`src/rtl/insn_dec_pkg.sv`:
```
`timescale 1ns/1ps
package insn_dec_pkg;

  localparam int OP_W      = 8;
  localparam int REG_W     = 3;
  localparam int IMM_BYTES = 2;
  localparam int IMM_W     = 8 * IMM_BYTES;
  localparam int LEN_W     = $clog2(IMM_BYTES + 2);
  localparam int IMPL_N    = 5;

  localparam logic [OP_W-1:0] PUSH_BASE = 8'h50;
  localparam logic [OP_W-1:0] LDI_BASE  = 8'hB8;

  localparam logic [OP_W-1:0] IMPL_OPS [IMPL_N] = '{8'h37, 8'h3F, 8'h98, 8'hAC, 8'hD7};

  typedef enum logic [1:0] {
    KIND_BAD  = 2'b00,
    KIND_IMPL = 2'b01,
    KIND_PUSH = 2'b10,
    KIND_LDI  = 2'b11
  } insn_kind_e;

  typedef enum logic {
    PH_OPCODE = 1'b0,
    PH_IMMED  = 1'b1
  } dec_phase_e;

  typedef struct packed {
    logic             bad;
    insn_kind_e       kind;
    logic [REG_W-1:0] rsel;
    logic [IMM_W-1:0] imm;
    logic [LEN_W-1:0] len;
    logic [OP_W-1:0]  op;
  } insn_rec_t;

endpackage

```
`src/rtl/insn_opc_classify.sv`:
```
`timescale 1ns/1ps
module insn_opc_classify
  import insn_dec_pkg::*;
#(
  parameter int OPW  = OP_W,
  parameter int RW   = REG_W,
  parameter int NIMP = IMPL_N
) (
  input  logic [OPW-1:0] op,
  output insn_kind_e     kind,
  output logic [RW-1:0]  rsel,
  output logic           needs_imm
);

  localparam int FAM_W = OPW - RW;

  logic [NIMP-1:0] impl_hit;
  logic            push_hit;
  logic            ldi_hit;

  genvar g;
  generate
    for (g = 0; g < NIMP; g++) begin : g_impl
      assign impl_hit[g] = (op == IMPL_OPS[g]);
    end
  endgenerate

  assign push_hit = (op[OPW-1:RW] == PUSH_BASE[OPW-1:RW]);
  assign ldi_hit  = (op[OPW-1:RW] == LDI_BASE[OPW-1:RW]);

  always_comb begin
    kind      = KIND_BAD;
    rsel      = '0;
    needs_imm = 1'b0;
    if (|impl_hit) begin
      kind = KIND_IMPL;
    end else if (push_hit) begin
      kind = KIND_PUSH;
      rsel = op[RW-1:0];
    end else if (ldi_hit) begin
      kind      = KIND_LDI;
      rsel      = op[RW-1:0];
      needs_imm = 1'b1;
    end
  end

  logic [FAM_W-1:0] unused_fam;
  assign unused_fam = '0;

endmodule

```
`src/rtl/insn_imm_gather.sv`:
```
`timescale 1ns/1ps
module insn_imm_gather
  import insn_dec_pkg::*;
#(
  parameter int NBYTES = IMM_BYTES,
  parameter int RW     = REG_W,
  parameter int OPW    = OP_W
) (
  input  logic                 clk,
  input  logic                 rst_n,
  input  logic                 start,
  input  logic [RW-1:0]        start_reg,
  input  logic [OPW-1:0]       start_op,
  input  logic                 take,
  input  logic [7:0]           byte_in,
  output logic                 busy,
  output logic                 last,
  output logic [8*NBYTES-1:0]  imm_full,
  output logic [RW-1:0]        pend_reg,
  output logic [OPW-1:0]       pend_op
);

  localparam int IDX_W = (NBYTES > 1) ? $clog2(NBYTES) : 1;
  localparam int NSTO  = (NBYTES > 1) ? NBYTES - 1 : 1;

  dec_phase_e       phase_q, phase_d;
  logic [IDX_W-1:0] idx_q, idx_d;
  logic [RW-1:0]    reg_q, reg_d;
  logic [OPW-1:0]   op_q, op_d;
  logic [7:0]       lane_q [NSTO];
  logic [NSTO-1:0]  lane_we;

  assign busy     = (phase_q == PH_IMMED);
  assign last     = busy && (idx_q == IDX_W'(NBYTES - 1));
  assign pend_reg = reg_q;
  assign pend_op  = op_q;

  always_comb begin
    phase_d = phase_q;
    idx_d   = idx_q;
    reg_d   = reg_q;
    op_d    = op_q;
    if (phase_q == PH_OPCODE) begin
      if (start) begin
        phase_d = PH_IMMED;
        idx_d   = '0;
        reg_d   = start_reg;
        op_d    = start_op;
      end
    end else if (take) begin
      if (last) begin
        phase_d = PH_OPCODE;
        idx_d   = '0;
      end else begin
        idx_d = idx_q + 1'b1;
      end
    end
  end

  always_ff @(posedge clk or negedge rst_n) begin
    if (!rst_n) begin
      phase_q <= PH_OPCODE;
      idx_q   <= '0;
      reg_q   <= '0;
      op_q    <= '0;
    end else begin
      phase_q <= phase_d;
      idx_q   <= idx_d;
      reg_q   <= reg_d;
      op_q    <= op_d;
    end
  end

  genvar g;
  generate
    for (g = 0; g < NSTO; g++) begin : g_lane
      assign lane_we[g] = take && busy && (idx_q == IDX_W'(g)) && (g < NBYTES - 1);
      always_ff @(posedge clk or negedge rst_n) begin
        if (!rst_n) begin
          lane_q[g] <= '0;
        end else if (lane_we[g]) begin
          lane_q[g] <= byte_in;
        end
      end
    end
    for (g = 0; g < NBYTES; g++) begin : g_asm
      if (g == NBYTES - 1) begin : g_top
        assign imm_full[8*g +: 8] = byte_in;
      end else begin : g_low
        assign imm_full[8*g +: 8] = lane_q[g];
      end
    end
  endgenerate

endmodule

```
`src/rtl/insn_rec_stage.sv`:
```
`timescale 1ns/1ps
module insn_rec_stage
  import insn_dec_pkg::*;
(
  input  logic      clk,
  input  logic      rst_n,
  input  logic      load,
  input  insn_rec_t rec_in,
  input  logic      out_ready,
  output logic      out_valid,
  output insn_rec_t rec_out,
  output logic      space
);

  logic      vld_q, vld_d;
  insn_rec_t rec_q;

  assign space     = !vld_q || out_ready;
  assign out_valid = vld_q;
  assign rec_out   = rec_q;

  always_comb begin
    vld_d = vld_q;
    if (load) begin
      vld_d = 1'b1;
    end else if (out_ready) begin
      vld_d = 1'b0;
    end
  end

  always_ff @(posedge clk or negedge rst_n) begin
    if (!rst_n) begin
      vld_q <= 1'b0;
    end else begin
      vld_q <= vld_d;
    end
  end

  always_ff @(posedge clk or negedge rst_n) begin
    if (!rst_n) begin
      rec_q <= '0;
    end else if (load) begin
      rec_q <= rec_in;
    end
  end

endmodule

```
`src/rtl/insn_byte_decoder.sv`:
```
`timescale 1ns/1ps
module insn_byte_decoder
  import insn_dec_pkg::*;
(
  input  logic             clk,
  input  logic             rst_n,
  input  logic             in_valid,
  output logic             in_ready,
  input  logic [OP_W-1:0]  in_byte,
  output logic             out_valid,
  input  logic             out_ready,
  output logic [1:0]       out_kind,
  output logic [REG_W-1:0] out_reg,
  output logic [IMM_W-1:0] out_imm,
  output logic [LEN_W-1:0] out_len,
  output logic             out_bad,
  output logic [OP_W-1:0]  out_op
);

  logic             acc;
  insn_kind_e       cls_kind;
  logic [REG_W-1:0] cls_reg;
  logic             cls_imm;
  logic             g_busy, g_last;
  logic [IMM_W-1:0] g_imm;
  logic [REG_W-1:0] g_reg;
  logic [OP_W-1:0]  g_op;
  logic             start_imm, take_imm, fire_short, fire_long, load;
  logic             space;
  insn_rec_t        rec_d, rec_q;

  assign in_ready   = space;
  assign acc        = in_valid && space;
  assign start_imm  = acc && !g_busy && cls_imm;
  assign fire_short = acc && !g_busy && !cls_imm;
  assign take_imm   = acc && g_busy;
  assign fire_long  = take_imm && g_last;
  assign load       = fire_short || fire_long;

  insn_opc_classify u_cls (
    .op        (in_byte),
    .kind      (cls_kind),
    .rsel      (cls_reg),
    .needs_imm (cls_imm)
  );

  insn_imm_gather u_gather (
    .clk       (clk),
    .rst_n     (rst_n),
    .start     (start_imm),
    .start_reg (cls_reg),
    .start_op  (in_byte),
    .take      (take_imm),
    .byte_in   (in_byte),
    .busy      (g_busy),
    .last      (g_last),
    .imm_full  (g_imm),
    .pend_reg  (g_reg),
    .pend_op   (g_op)
  );

  always_comb begin
    if (fire_long) begin
      rec_d.bad  = 1'b0;
      rec_d.kind = KIND_LDI;
      rec_d.rsel = g_reg;
      rec_d.imm  = g_imm;
      rec_d.len  = LEN_W'(IMM_BYTES + 1);
      rec_d.op   = g_op;
    end else begin
      rec_d.bad  = (cls_kind == KIND_BAD);
      rec_d.kind = cls_kind;
      rec_d.rsel = cls_reg;
      rec_d.imm  = '0;
      rec_d.len  = LEN_W'(1);
      rec_d.op   = in_byte;
    end
  end

  insn_rec_stage u_stage (
    .clk       (clk),
    .rst_n     (rst_n),
    .load      (load),
    .rec_in    (rec_d),
    .out_ready (out_ready),
    .out_valid (out_valid),
    .rec_out   (rec_q),
    .space     (space)
  );

  assign out_kind = rec_q.kind;
  assign out_reg  = rec_q.rsel;
  assign out_imm  = rec_q.imm;
  assign out_len  = rec_q.len;
  assign out_bad  = rec_q.bad;
  assign out_op   = rec_q.op;

endmodule

```
`config.mk`:
```
export PLATFORM = sky130hd
export DESIGN_NAME = insn_byte_decoder
export DESIGN_NICKNAME = d
export VERILOG_FILES = /design/src/rtl/insn_dec_pkg.sv /design/src/rtl/insn_opc_classify.sv /design/src/rtl/insn_imm_gather.sv /design/src/rtl/insn_rec_stage.sv /design/src/rtl/insn_byte_decoder.sv
export SDC_FILE = /design/constraint.sdc
export NUM_CORES = 1
export LEC_CHECK = 0
export ABC_AREA = 1
export BUFFER_PORTS_ARGS = -buffer_cell sky130_fd_sc_hd__buf_2
export CORE_ASPECT_RATIO = 0.6
export CORE_UTILIZATION = 55
export DETAILED_ROUTE_END_ITERATION = 8
export PLACE_DENSITY_LB_ADDON = 0.08
export SKIP_LAST_GASP = 1
export SYNTH_ARGS = -nofsm -noshare
export SYNTH_HDL_FRONTEND = slang
export SYNTH_SLANG_ARGS = --single-unit
```
`constraint.sdc`:
```
create_clock -name clk -period 3.5 [get_ports clk]
set_clock_uncertainty 0.1 [all_clocks]
set_input_delay 0.7 -clock clk [delete_from_list [all_inputs] [get_ports clk]]
set_output_delay 0.7 -clock clk [all_outputs]
set_load 0.01 [all_outputs]
```
# After elaboration in Yosys (flattened, before gate mapping)

Cells that the tools add are included.

Reductions and logical operators: 20
Equality and inequality tests: 8
Add/sub/neg operators: 1
Multiplexer cells: 20
Bitwise logic cells: 2

Operators with widths:

| cell                  | count |
|---|---|
| $mux W32              | 1 |
| $eq A8 B8 Y1 const B  | 3 |
| $eq A8 B6 Y1 const B  | 2 |
| $mux W1               | 13 |
| $logic_and A1 B1 Y1   | 9 |
| $mux W3               | 3 |
| $mux W2               | 3 |
| $eq A5 B4 Y1 const B  | 1 |
| $eq A5 B5 Y1 const B  | 1 |
| $reduce_or A5 Y1      | 1 |
| $reduce_and A2 Y1     | 2 |
| $reduce_bool A2 Y1    | 2 |
| $logic_not A1 Y1      | 3 |
| $logic_not A2 Y1      | 1 |
| $logic_or A1 B1 Y1    | 2 |
| $ne A2 B2 Y1 const B  | 1 |
| $not A1 Y1            | 2 |
| $add A1 B1 Y1 const B | 1 |

Input port bits: 12
Register bits: 54

# Depth between registers and ports, before layout

Gate-level depths: netlist of the first run.

Depth in word-level cells: 8
Depth in mapped cells: 11
Mapped depth without buffers: 10

# Modules after synthesis

From an unflattened synthesis of the first run, not the netlist that was laid out.

Cell total of the unflattened synthesis: 367
Area, all modules: 2,859.0 um2

By module, submodules not included:

| module            | area an instance (um2) | times used | cells an instance | seq. area each (um2) |
|---|---|---|---|---|
| insn_rec_stage    | 1,326.3                | 1          | 140               | 825.8 |
| insn_imm_gather   | 924.6                  | 1          | 103               | 525.5 |
| insn_byte_decoder | 436.7                  | 1          | 86                | 0.0 |
| insn_opc_classify | 171.4                  | 1          | 38                | 0.0 |

# Least setup slack after synthesis of the first run

No wires, ideal clock.

Path type: input-to-reg
Start: input port out_ready
End: register, netlist name u_stage.rec_out[26]
Stages on the path: 11
Path buffers: 2
Setup time: 0.117 ns
Arrival time: 1.538 ns
Data required time: 3.283 ns
Slack: 1.744 ns
Cell sequence: inv_1 > nand2_2 > nand2_2 > inv_2 > nand3_2 > buf_6 > inv_2 > buf_6 > nand2_1 > nand3_1 > nand2_1

Word-level cells in the longest chain between the ends: 5

Ends and longest elaborated chain:

| what                                           | line                                             | RTL |
|---|---|---|
| from (decl)                                    | insn_byte_decoder.sv:11                          | `input logic out_ready,` |
| $logic_or A1 B1 Y1 (*)                         | insn_rec_stage.sv:18                             | `assign space = !vld_q \|\| out_ready;` |
| via in_ready                                   | insn_byte_decoder.sv:8                           | `output logic in_ready,` |
| $logic_and A1 B1 Y1 (*)                        | insn_byte_decoder.sv:33                          | `assign acc = in_valid && space;` |
| $logic_and A1 B1 Y1 (on tied branches)         | insn_byte_decoder.sv:36, insn_byte_decoder.sv:35 |  |
| $logic_and A1 B1 Y1 (on tied branches)         | insn_byte_decoder.sv:37, insn_byte_decoder.sv:35 |  |
| $mux W32 or $logic_or A1 B1 Y1 (tied branches) | insn_byte_decoder.sv:63, insn_byte_decoder.sv:38 |  |

Mark *: on every way through the listed nets, which the timed path passes. The rest lies on a longest branch.
A chain may end at the register's enable or synchronous reset.

# Final worst setup path of the first run

Start: input port out_ready
End: register, netlist name u_stage.rec_out[11]

Word-level cells in the longest chain between the ends: 5

Ends and longest elaborated chain:

| what                                           | line |
|---|---|
| $logic_or A1 B1 Y1 (*)                         | insn_rec_stage.sv:18 |
| $logic_and A1 B1 Y1 (*)                        | insn_byte_decoder.sv:33 |
| $logic_and A1 B1 Y1 (on tied branches)         | insn_byte_decoder.sv:36, insn_byte_decoder.sv:35 |
| $logic_and A1 B1 Y1 (on tied branches)         | insn_byte_decoder.sv:37, insn_byte_decoder.sv:35 |
| $mux W32 or $logic_or A1 B1 Y1 (tied branches) | insn_byte_decoder.sv:63, insn_byte_decoder.sv:38 |

Every way passes the cells marked *; elsewhere a longest branch is shown, timed or not.

==> results of run 1 <==
## area by class of cell
class / count / area [um2] / area share [%]
inverter: 36 / 137.6 / 5.123
clock buffer: 6 / 82.58 / 3.074
multi-input combinational: 175 / 794.5 / 29.58
tap: 60 / 75.07 / 2.795
clock inverter: 2 / 12.51 / 0.4658
timing repair buffer: 46 / 232.7 / 8.663
sequential: 54 / 1351 / 50.30
## metal layers
layer	track usage, %	wire, um	up-vias
met5	0	0	-
met4	6.667	39	0
met3	5.772	280	5
met2	32.02	1869	45
met1	34.01	2414	797
li1	-	-	934
## stage by stage
step	power [mW]	setup WS [ns]
5_1_grt	2.052	1.191
4_1_cts	1.917	1.367
2_1_floorplan	1.360	1.744
3_3_place_gp	1.547	1.103
3_5_place_dp	1.558	1.040
6_report	1.898	1.397
## worst max-delay path by stage
| stage | endpoint | slack, ns | cells after the start |
|---|---|---|---|
| finish | u_stage.rec_out[11]$_DFFE_PN0P_ | 1.40 | 10 |
| global route | u_stage.rec_out[14]$_DFFE_PN0P_ | 1.19 | 10 |
| CTS | u_stage.rec_out[11]$_DFFE_PN0P_ | 1.37 | 10 |
| detailed placement | u_stage.rec_out[11]$_DFFE_PN0P_ | 1.04 | 10 |
| global placement | u_stage.rec_out[10]$_DFFE_PN0P_ | 1.10 | 10 |
| floorplan | u_stage.rec_out[26]$_DFFE_PN0P_ | 1.74 | 11 |
## synth_stat cells
cell type	count	share of area [%]
nand2_8	1	0.84
nand3_2	1	0.42
nand2_4	1	0.47
inv_2	4	0.63
nand3_4	1	0.74
clkinv_1	1	0.16
o21ai_0	31	6.5
buf_2	4	0.84
inv_4	1	0.26
o211ai_1	1	0.32
a21oi_1	1	0.21
dfrtp_1	54	57
clkbuf_1	1	0.16
inv_1	30	4.7
nand2_1	97	15
nand3_1	12	2.5
nor3_1	1	0.21
nor2_1	18	2.8
o21ai_1	1	0.21
nand2_2	2	0.53
nand4_1	3	0.79
or2_1	1	0.26
buf_4	2	0.63
buf_6	5	2.4
or2_2	1	0.26
nor2_4	2	0.95
## worst reg2reg max path: stages (launching register included)
cell	delay [ns]
dfrtp_1	0.39
nand2_2	0.09
nand2_2	0.08
inv_2	0.08
nand3_2	0.43
nand2_4	0.36
inv_4	0.16
nand2_1	0.10
o21ai_0	0.09
## kinds of logic after synthesis
kind of cell | share of synthesized area, %
AND/OR/NAND/NOR | 26.14
flip-flops | 56.81
buffers and inverters | 9.784
AO/OA/AOI/OAI | 7.259
## where the power goes
group	internal (mW)	switching [mW]
clock network	0.159	0.200
registers	0.840	0.0994
logic	0.221	0.379
total	1.22	0.678
==> qor.csv, run 1 <==
stage,metric,value,unit
clocking,clk_latency,0.30,ns
drt,wire_per_inst,12.15,um
placed_design,gp_congestion,0.8386,
cells_and_area,area_delta_synth_final,12.94,%
critical_path,cp_slowest_cell,nand3_2,
clocking,h-tree-depth,2,
critical_path,crit_buf_inv,4,
drt,route.detailed.drc,0,
sta,fmax,0.4754,GHz
synthesis,ys_types,26,
sta,hold_ws,0.3151,ns
global_route,grt_overflow,0,
placed_design,placed_area,0.002591,mm2
global_route,grt_pass1_wl,7583,um
synthesis,ys_seq_elements,54,
placed_design,numPortBuffers,45,
drt,ant_nets,0,
placed_design,place_hpwl,3301,um
global_route,antenna_found_initial,0,
sta,finalSetupViolations,0,
flow_run,max_cap_viol_count,0,
synthesis,yosys_warnings,0,
cells_and_area,nets,330,
cells_and_area,post-route-util,65.18,%
power_and_ir_drop,p_leak,1.480,nW
sta,relSlewSlack,56.09,%
synthesis,syn-num-nets,289,
floorplan,start_util,57.71,%
critical_path,crit_top_cell,nand2_2,
critical_path,arrival,2.18,ns
clocking,cts-resized-gates,0,
critical_path,start_kind,primary input,
cells_and_area,nFillCells,376,
global_route,grt_pass1_vias,1590,
status,status,completed,
worst_hold_path,min_path_type,primary input to asynchronous set/reset pin,
power_and_ir_drop,ir_worst_vdd,0.4456,mV
critical_path,r2r_end,u_stage.rec_out[11]$_DFFE_PN0P_,
critical_path,critPathCaptureType,flop,
drt,dr.pass1.iters,4,
critical_path,cp_slowest_stage_delay,0.43,ns
clocking,post_cts_buffers,0,
cells_and_area,diodes,0,
cells_and_area,drive_above_1_share,21.32,%
sta,hold_viol,0,
critical_path,reg2reg_depth,8,
drt,num_vias,1781,
floorplan,die_w,86.90,um
clocking,clk_path_buf_depth,2,
critical_path,regToRegStartpoint,u_stage.out_valid$_DFFE_PN0P_,
drt,drtIter0Drc,114,
cells_and_area,final_cell_mix,"nand2_1, dfrtp_1, buf_2",
cells_and_area,layout_commonest_cell,nand2_1,
drt,routed_wl,4603,um
synthesis,syn_inst,277,
floorplan,rows,18,
drt,viasPerCell,4.699,
critical_path,crit_fanout,29,
floorplan,dieArea,0.004600,mm2
sta,finalMaxSlewViolations,0,
clocking,clockRootBuffer,clkbuf_8,
critical_path,r2r_slack,1.49,ns
clocking,cts_inserted_buffers,5,
sta,finalCritPeriodShare,60.10,%
sta,period_needed,2.103,ns
clocking,numClockSinks,54,
sta,grt_setup_unrepaired,false,
floorplan,core_area,0.004121,mm2
clocking,path_clk_slew,0.10,ns
synthesis,synth_area,0.002379,mm2
floorplan,dieHeight,52.94,um
cells_and_area,largest_reg_flops,32,
critical_path,cp_top_family,simple AND/OR/NAND/NOR gates,
cells_and_area,stdcell_count,379,
sta,worst_slew_pin_slew,0.6586,ns
global_route,grt_max_degree,32,
synthesis,synth.avg_cell_area,8.587,um2
synthesis,ys_seq_area_share,56.81,%
sta,fin_tns_setup,0,ns
critical_path,crit_path_cell_trace,"buf_2, inv_1, nand2_2, nand2_2, inv_2, nand3_2, nand2_4, inv_4, nand2_1, o21ai_0",
placed_design,post-place-cells,371,
cells_and_area,fin_area,0.002686,mm2
power_and_ir_drop,power_density,706.5,mW/mm2
clocking,cts_hold_buffers,0,
global_route,grt_use_total,22.68,%
clocking,cts_tree,built,
critical_path,critPathKind,primary input to flop,
critical_path,cp.required,3.57,ns
critical_path,cp-startpoint,out_ready,
floorplan,pin_count,46,
Note: power is estimated with default switching activity, not from simulation.
==> run 2, diff against run 1 <==
CORE_UTILIZATION = 54   (was 55)
clock period = 2.1 ns   (was 3.5 ns; I/O delays follow)
==> qor.csv, run 2 (synthesized netlist as in run 1, its figures left out) <==
stage,metric,value,unit,change
clocking,numClockSinks,54,,unchanged
cells_and_area,post-route-util,65.32,%,+0.14 points
sta,finalMaxSlewViolations,0,,unchanged
critical_path,cp_slowest_cell,dfrtp_1,,
status,status,completed,,
sta,grt_setup_unrepaired,false,,
critical_path,arrival,1.61,ns,-0.57 ns
drt,ant_nets,0,,unchanged
cells_and_area,final_cell_mix,"nand2_1, dfrtp_1, buf_2",,
drt,viasPerCell,4.848,,+3.2%
drt,routed_wl,4807,um,+4.4%
floorplan,dieHeight,53.41,um,+0.89%
global_route,top_usage_layer,met1,,
drt,dr.pass1.iters,4,,unchanged
sta,worst_slew_pin_slew,0.5820,ns,-0.07658 ns
critical_path,crit_fanout,26,,-10%
clocking,post_cts_buffers,0,,unchanged
sta,finalSetupViolations,0,,unchanged
global_route,grt_pass1_vias,1650,,+3.8%
power_and_ir_drop,p_leak,1.498,nW,+1.2%
global_route,met3_usage,5.148,%,-0.62 points
clocking,clk_latency,0.30,ns,about the same
clocking,cts_hold_buffers,0,,unchanged
clocking,path_clk_slew,0.09,ns,about the same
critical_path,cp_top_family,simple AND/OR/NAND/NOR gates,,
sta,relSlewSlack,61.20,%,+5.1 points
global_route,grt_use_total,23.68,%,+1.0 points
floorplan,core_area,0.004167,mm2,+1.1%
sta,hold_viol,0,,unchanged
placed_design,place_hpwl,3528,um,+6.9%
global_route,grt_max_degree,31,,-3.1%
global_route,grt_pass1_wl,7990,um,+5.4%
worst_hold_path,min_path_type,primary input to asynchronous set/reset pin,,
critical_path,cp.required,2.18,ns,-1.39 ns
cells_and_area,multi_input_area,794.5,um2,unchanged
critical_path,crit_path_cell_trace,"nand2_2, nand2_2, nor2_4, nand2_8, nand2_4, inv_4, nand2_1, o21ai_0",,
floorplan,start_util,57.09,%,-0.62 points
sta,period_needed,1.526,ns,
placed_design,post-place-cells,374,,+0.81%
floorplan,pin_count,46,,unchanged
cells_and_area,largest_reg_flops,32,,unchanged
cells_and_area,nets,333,,+0.91%
cells_and_area,area_delta_synth_final,14.41,%,
global_route,antenna_found_initial,0,,unchanged
critical_path,crit_top_cell,nand2_2,,
clocking,cts_tree,built,,
global_route,grt_overflow,0,,unchanged
global_route,grt.met2_usage,34.24,%,+2.2 points
placed_design,pre_cts_ws,0.3472,ns,-0.6932 ns
cells_and_area,layout_commonest_cell,nand2_1,,
placed_design,numPortBuffers,45,,unchanged
critical_path,start_kind,flop,,
drt,route.detailed.drc,0,,unchanged
floorplan,rows,18,,unchanged
drt,num_vias,1852,,+4.0%
power_and_ir_drop,p_total,3.184,mW,+68%
drt,wire_per_inst,12.58,um,+3.6%
power_and_ir_drop,power_density,1170,mW/mm2,+66%
critical_path,crit_buf_inv,1,,-3
drt,drtIter0Drc,99,,-13%
flow_run,max_cap_viol_count,0,,unchanged
power_and_ir_drop,ir_worst_vdd,0.7426,mV,+67%
sta,worst_slack,0.5742,ns,-0.8223 ns
clocking,cts-resized-gates,0,,unchanged
critical_path,cp_slowest_stage_delay,0.39,ns,-0.04 ns
cells_and_area,stdcell_count,382,,+0.79%
floorplan,die_w,87.68,um,+0.90%
cells_and_area,drive_above_1_share,22.05,%,+0.73 points
sta,fin_tns_setup,0,ns,unchanged
floorplan,dieArea,0.004683,mm2,+1.8%
clocking,h-tree-depth,2,,unchanged
clocking,clk_path_buf_depth,2,,unchanged
clocking,clockRootBuffer,clkbuf_8,,
critical_path,critPathCaptureType,flop,,
cells_and_area,diodes,0,,unchanged
critical_path,critPathKind,flop to flop,,
cells_and_area,nFillCells,378,,+0.53%
sta,finalCritPeriodShare,72.66,%,
sta,fmax,0.6554,GHz,
cells_and_area,seq_area,0.001351,mm2,unchanged
placed_design,gp_congestion,0.8371,,-0.18%
global_route,met1_usage,35.27,%,+1.3 points
clocking,cts_inserted_buffers,5,,unchanged
-- run 2: layout make-up --
cell class / count / share of cell area, %
clock buffer: 6 / 3.034
clock inverter: 2 / 0.4598
inverter: 36 / 5.057
multi-input combinational: 175 / 29.20
sequential: 54 / 49.66
tap: 60 / 2.759
timing repair buffer: 49 / 9.839
-- run 2: routing by layer --
| metal | wire length, um | share of wire, % |
|---|---|---|
| met1 | 2538 | 53 |
| met2 | 2083 | 43 |
| met3 | 157 | 3.3 |
| met4 | 27 | 0.56 |
| met5 | 0 | 0 |
-- run 2: worst paths after layout --
| check | start | end | slack (ns) | cells past startpoint |
|---|---|---|---|---|
| setup / recovery | u_stage.out_valid$_DFFE_PN0P_ | u_stage.rec_out[10]$_DFFE_PN0P_ | 0.57 | 8 |
| max in group asynchronous | rst_n | u_stage.rec_out[14]$_DFFE_PN0P_ | 1.33 | 2 |
| setup reg to reg | u_stage.out_valid$_DFFE_PN0P_ | u_stage.rec_out[10]$_DFFE_PN0P_ | 0.57 | 8 |
| hold / removal | rst_n | u_stage.rec_out[19]$_DFFE_PN0P_ | 0.004 | 1 |
| hold reg to reg | u_gather.pend_op[3]$_DFFE_PN0P_ | u_gather.pend_op[3]$_DFFE_PN0P_ | 0.36 | 2 |
| min in group clk | in_byte[6] | u_gather.lane_q[6]$_DFFE_PN0P_ | 0.28 | 3 |
-- run 2: worst register-to-register path: stages, from the launching register on --
cell and delay (ns):
dfrtp_1 0.39, nand2_2 0.09, nand2_2 0.09, nor2_4 0.17, nand2_8 0.10, nand2_4 0.15, inv_4 0.14, nand2_1 0.09
o21ai_0 0.08
-- run 2: metrics by stage --
step,area (um2),hold slack (ns)
5_1_grt,2721,0.02679
2_1_floorplan,2379,0.02441
6_report,2721,0.004406
3_5_place_dp,2626,0.3462
3_3_place_gp,2626,0.3370
4_1_cts,2721,0.01269
-- run 2: where the power goes --
part | internal (mW) | leakage (nW) | total [mW] | switching (mW)
sequential | 1.40 | 0.665 | 1.57 | 0.172
combinational | 0.377 | 0.786 | 1.02 | 0.640
clock | 0.266 | 0.0472 | 0.595 | 0.329
total | 2.04 | 1.50 | 3.18 | 1.14
==> run 3, diff against run 2 <==
CORE_UTILIZATION = 49   (was 54)
clock period = 1.3 ns   (was 2.1 ns; I/O delays follow)
==> qor.csv, run 3 (synthesized netlist as in run 1, its figures left out) <==
stage,metric,value,unit,change
clocking,clk_latency,0.30,ns,about the same
worst_hold_path,whs_endpoint,u_gather.pend_reg[2]$_DFFE_PN0P_,,
drt,routed_wl,5379,um,+12%
drt,wire_per_inst,12.99,um,+3.3%
floorplan,dieHeight,55.97,um,+4.8%
critical_path,regToRegStartpoint,u_stage.out_valid$_DFFE_PN0P_,,
drt,drtIter0Drc,114,,+15%
sta,hold_ws,0.1733,ns,+0.1689 ns
critical_path,crit_path_cell_trace,"nand2_2, nand2_4, nor2_4, nand2_8, nand2_4, inv_4, buf_6, nand2_2, nand3_2",,
cells_and_area,largest_reg_flops,32,,unchanged
critical_path,arrival,1.52,ns,-0.09 ns
floorplan,rows,19,,+1
sta,grt_setup_unrepaired,true,,
critical_path,start_kind,flop,,
global_route,grt_use_total,22.94,%,-0.74 points
floorplan,pin_count,46,,unchanged
drt,viasPerCell,4.824,,-0.51%
clocking,clk_path_buf_depth,2,,unchanged
critical_path,critPathKind,flop to flop,,
cells_and_area,nFillCells,361,,-4.5%
clocking,cts_tree,built,,
sta,hold_viol,0,,unchanged
drt,dr.pass1.iters,4,,unchanged
critical_path,cp_slowest_stage_delay,0.40,ns,about the same
cells_and_area,nets,362,,+8.7%
drt,route.detailed.drc,0,,unchanged
global_route,grt_pass1_wl,8949,um,+12%
global_route,grt_max_degree,55,,+77%
drt,num_vias,1997,,+7.8%
sta,finalSetupViolations,52,,+52
cells_and_area,layout_commonest_cell,nand2_1,,
cells_and_area,fin_area,0.003228,mm2,+19%
global_route,antenna_found_initial,0,,unchanged
sta,worst_slew_pin_slew,0.2789,ns,-0.3032 ns
placed_design,gp_congestion,0.8244,,-1.5%
worst_hold_path,min_from,in_byte[2],,
cells_and_area,area_delta_synth_final,35.72,%,
worst_hold_path,min_path_type,primary input to flop,,
power_and_ir_drop,ir_worst_vdd,0.9248,mV,+25%
power_and_ir_drop,p_leak,1.765,nW,+18%
critical_path,reg2reg_depth,9,,+1
drt,ant_nets,0,,unchanged
clocking,clockRootBuffer,clkbuf_8,,
status,status,"complete, but fails checks",,
sta,worst_slack,-0.1302,ns,-0.7044 ns
clocking,numClockSinks,54,,unchanged
status,violations,setup timing,,
flow_run,max_cap_viol_count,0,,unchanged
critical_path,crit_fanout,7,,-73%
floorplan,start_util,51.57,%,-5.5 points
clocking,cts_inserted_buffers,5,,unchanged
cells_and_area,diodes,0,,unchanged
global_route,grt_pass1_vias,1871,,+13%
critical_path,r2r_slack,-0.13,ns,-0.70 ns
floorplan,die_w,91.95,um,+4.9%
sta,finalCritPeriodShare,110.0,%,+37 points
power_and_ir_drop,power_density,1807,mW/mm2,+54%
placed_design,numPortBuffers,45,,unchanged
critical_path,critPathCaptureType,flop,,
critical_path,cp_slowest_cell,dfrtp_1,,
critical_path,cp.required,1.39,ns,-0.79 ns
placed_design,place_hpwl,3693,um,+4.7%
sta,fmax,0.6992,GHz,+6.7%
cells_and_area,drive_above_1_share,39.60,%,+18 points
cells_and_area,stdcell_count,414,,+8.4%
sta,finalMaxSlewViolations,0,,unchanged
floorplan,core_area,0.004612,mm2,+11%
cells_and_area,post-route-util,69.99,%,+4.7 points
sta,period_needed,1.430,ns,-0.09559 ns
sta,relSlewSlack,81.41,%,+20 points
cells_and_area,final_cell_mix,"nand2_1, dfrtp_1, buf_2",,
clocking,path_clk_slew,0.09,ns,about the same
critical_path,r2r_end,u_stage.rec_out[28]$_DFFE_PN0P_,,
placed_design,placed_area,0.002843,mm2,+8.2%
global_route,grt_overflow,0,,unchanged
clocking,h-tree-depth,2,,unchanged
placed_design,post-place-cells,399,,+6.7%
worst_hold_path,holdPathStages,3,,
floorplan,dieArea,0.005146,mm2,+9.9%
==> run 3: cell count changes in the layout (fill, tap and decap cells not counted), sizes merged <==
cell         previous run  this run
buf                    49        76
clkbuf                  6         7
dlygate4sd3             0         1
==> run 3: how the worst max path moves through the flow <==
stage,from,to,slack [ns],depth (start not counted)
floorplan,u_stage.out_valid$_DFFE_PN0P_,u_stage.rec_out[26]$_DFFE_PN0P_,-0.12,10
global placement,in_byte[5],u_stage.rec_out[31]$_DFFE_PN0P_,-0.12,8
detailed placement,in_byte[5],u_stage.rec_out[31]$_DFFE_PN0P_,-0.14,8
CTS,u_stage.out_valid$_DFFE_PN0P_,u_stage.rec_out[25]$_DFFE_PN0P_,-0.10,9
global route,u_stage.out_valid$_DFFE_PN0P_,u_stage.rec_out[20]$_DFFE_PN0P_,-0.21,9
finish,u_stage.out_valid$_DFFE_PN0P_,u_stage.rec_out[28]$_DFFE_PN0P_,-0.13,9
==> run 3: worst max-delay path, delay by kind of cell, from the launching register on <==
kind,cells,cell delay (ns)
buffers and inverters,2,0.18
flip-flops,1,0.40
AND/OR/NAND/NOR,7,0.64
==> run 3: cell type report <==
class	count	area [um2]	area share (%)
Clock inverter	2	12.51	0.3876
Inverter	36	142.6	4.419
Tap cell	63	78.83	2.442
Sequential cell	54	1351	41.86
Timing Repair Buffer	78	594.3	18.41
Multi-Input combinational cell	175	965.9	29.92
Clock buffer	6	82.58	2.558
==> run 3: routing by layer <==
| metal | GRT usage, % | vias to the layer above | routed length [um] |
|---|---|---|---|
| li1 | - | 998 | - |
| met1 | 35.81 | 946 | 2621 |
| met2 | 32.20 | 49 | 2390 |
| met3 | 4.645 | 4 | 318 |
| met4 | 6.696 | 0 | 48 |
| met5 | 0 | - | 0 |
==> run 3: what timing repair did <==
action | 4_1_cts | 5_1_grt
cloned | 1 | 1
endpoints found under the setup margin | 50 | 53
gates resized for setup | 32 | 48
endpoints found under the hold margin | 54 | 0
hold buffers | 1 | 0
setup buffers | 1 | 3
pin swaps | 8 | 7
==> run 3: power by group <==
part / total [mW] / switching, mW / internal, mW / leakage [nW]
sequential: 2.56 / 0.294 / 2.26 / 0.665
clock: 0.957 / 0.528 / 0.429 / 0.0472
combinational: 2.32 / 1.29 / 1.03 / 1.05
total: 5.83 / 2.11 / 3.72 / 1.77
==> run 3: metrics by stage <==
stage	TNS (ns)	worst slack, ns	total power [mW]
after floorplan	-3.330	-0.1232	3.691
after global placement	-2.503	-0.1243	4.451
after detailed placement	-3.354	-0.1372	4.512
after CTS	-3.028	-0.1018	5.598
after global routing	-8.503	-0.2096	6.276
final	-4.492	-0.1302	5.834
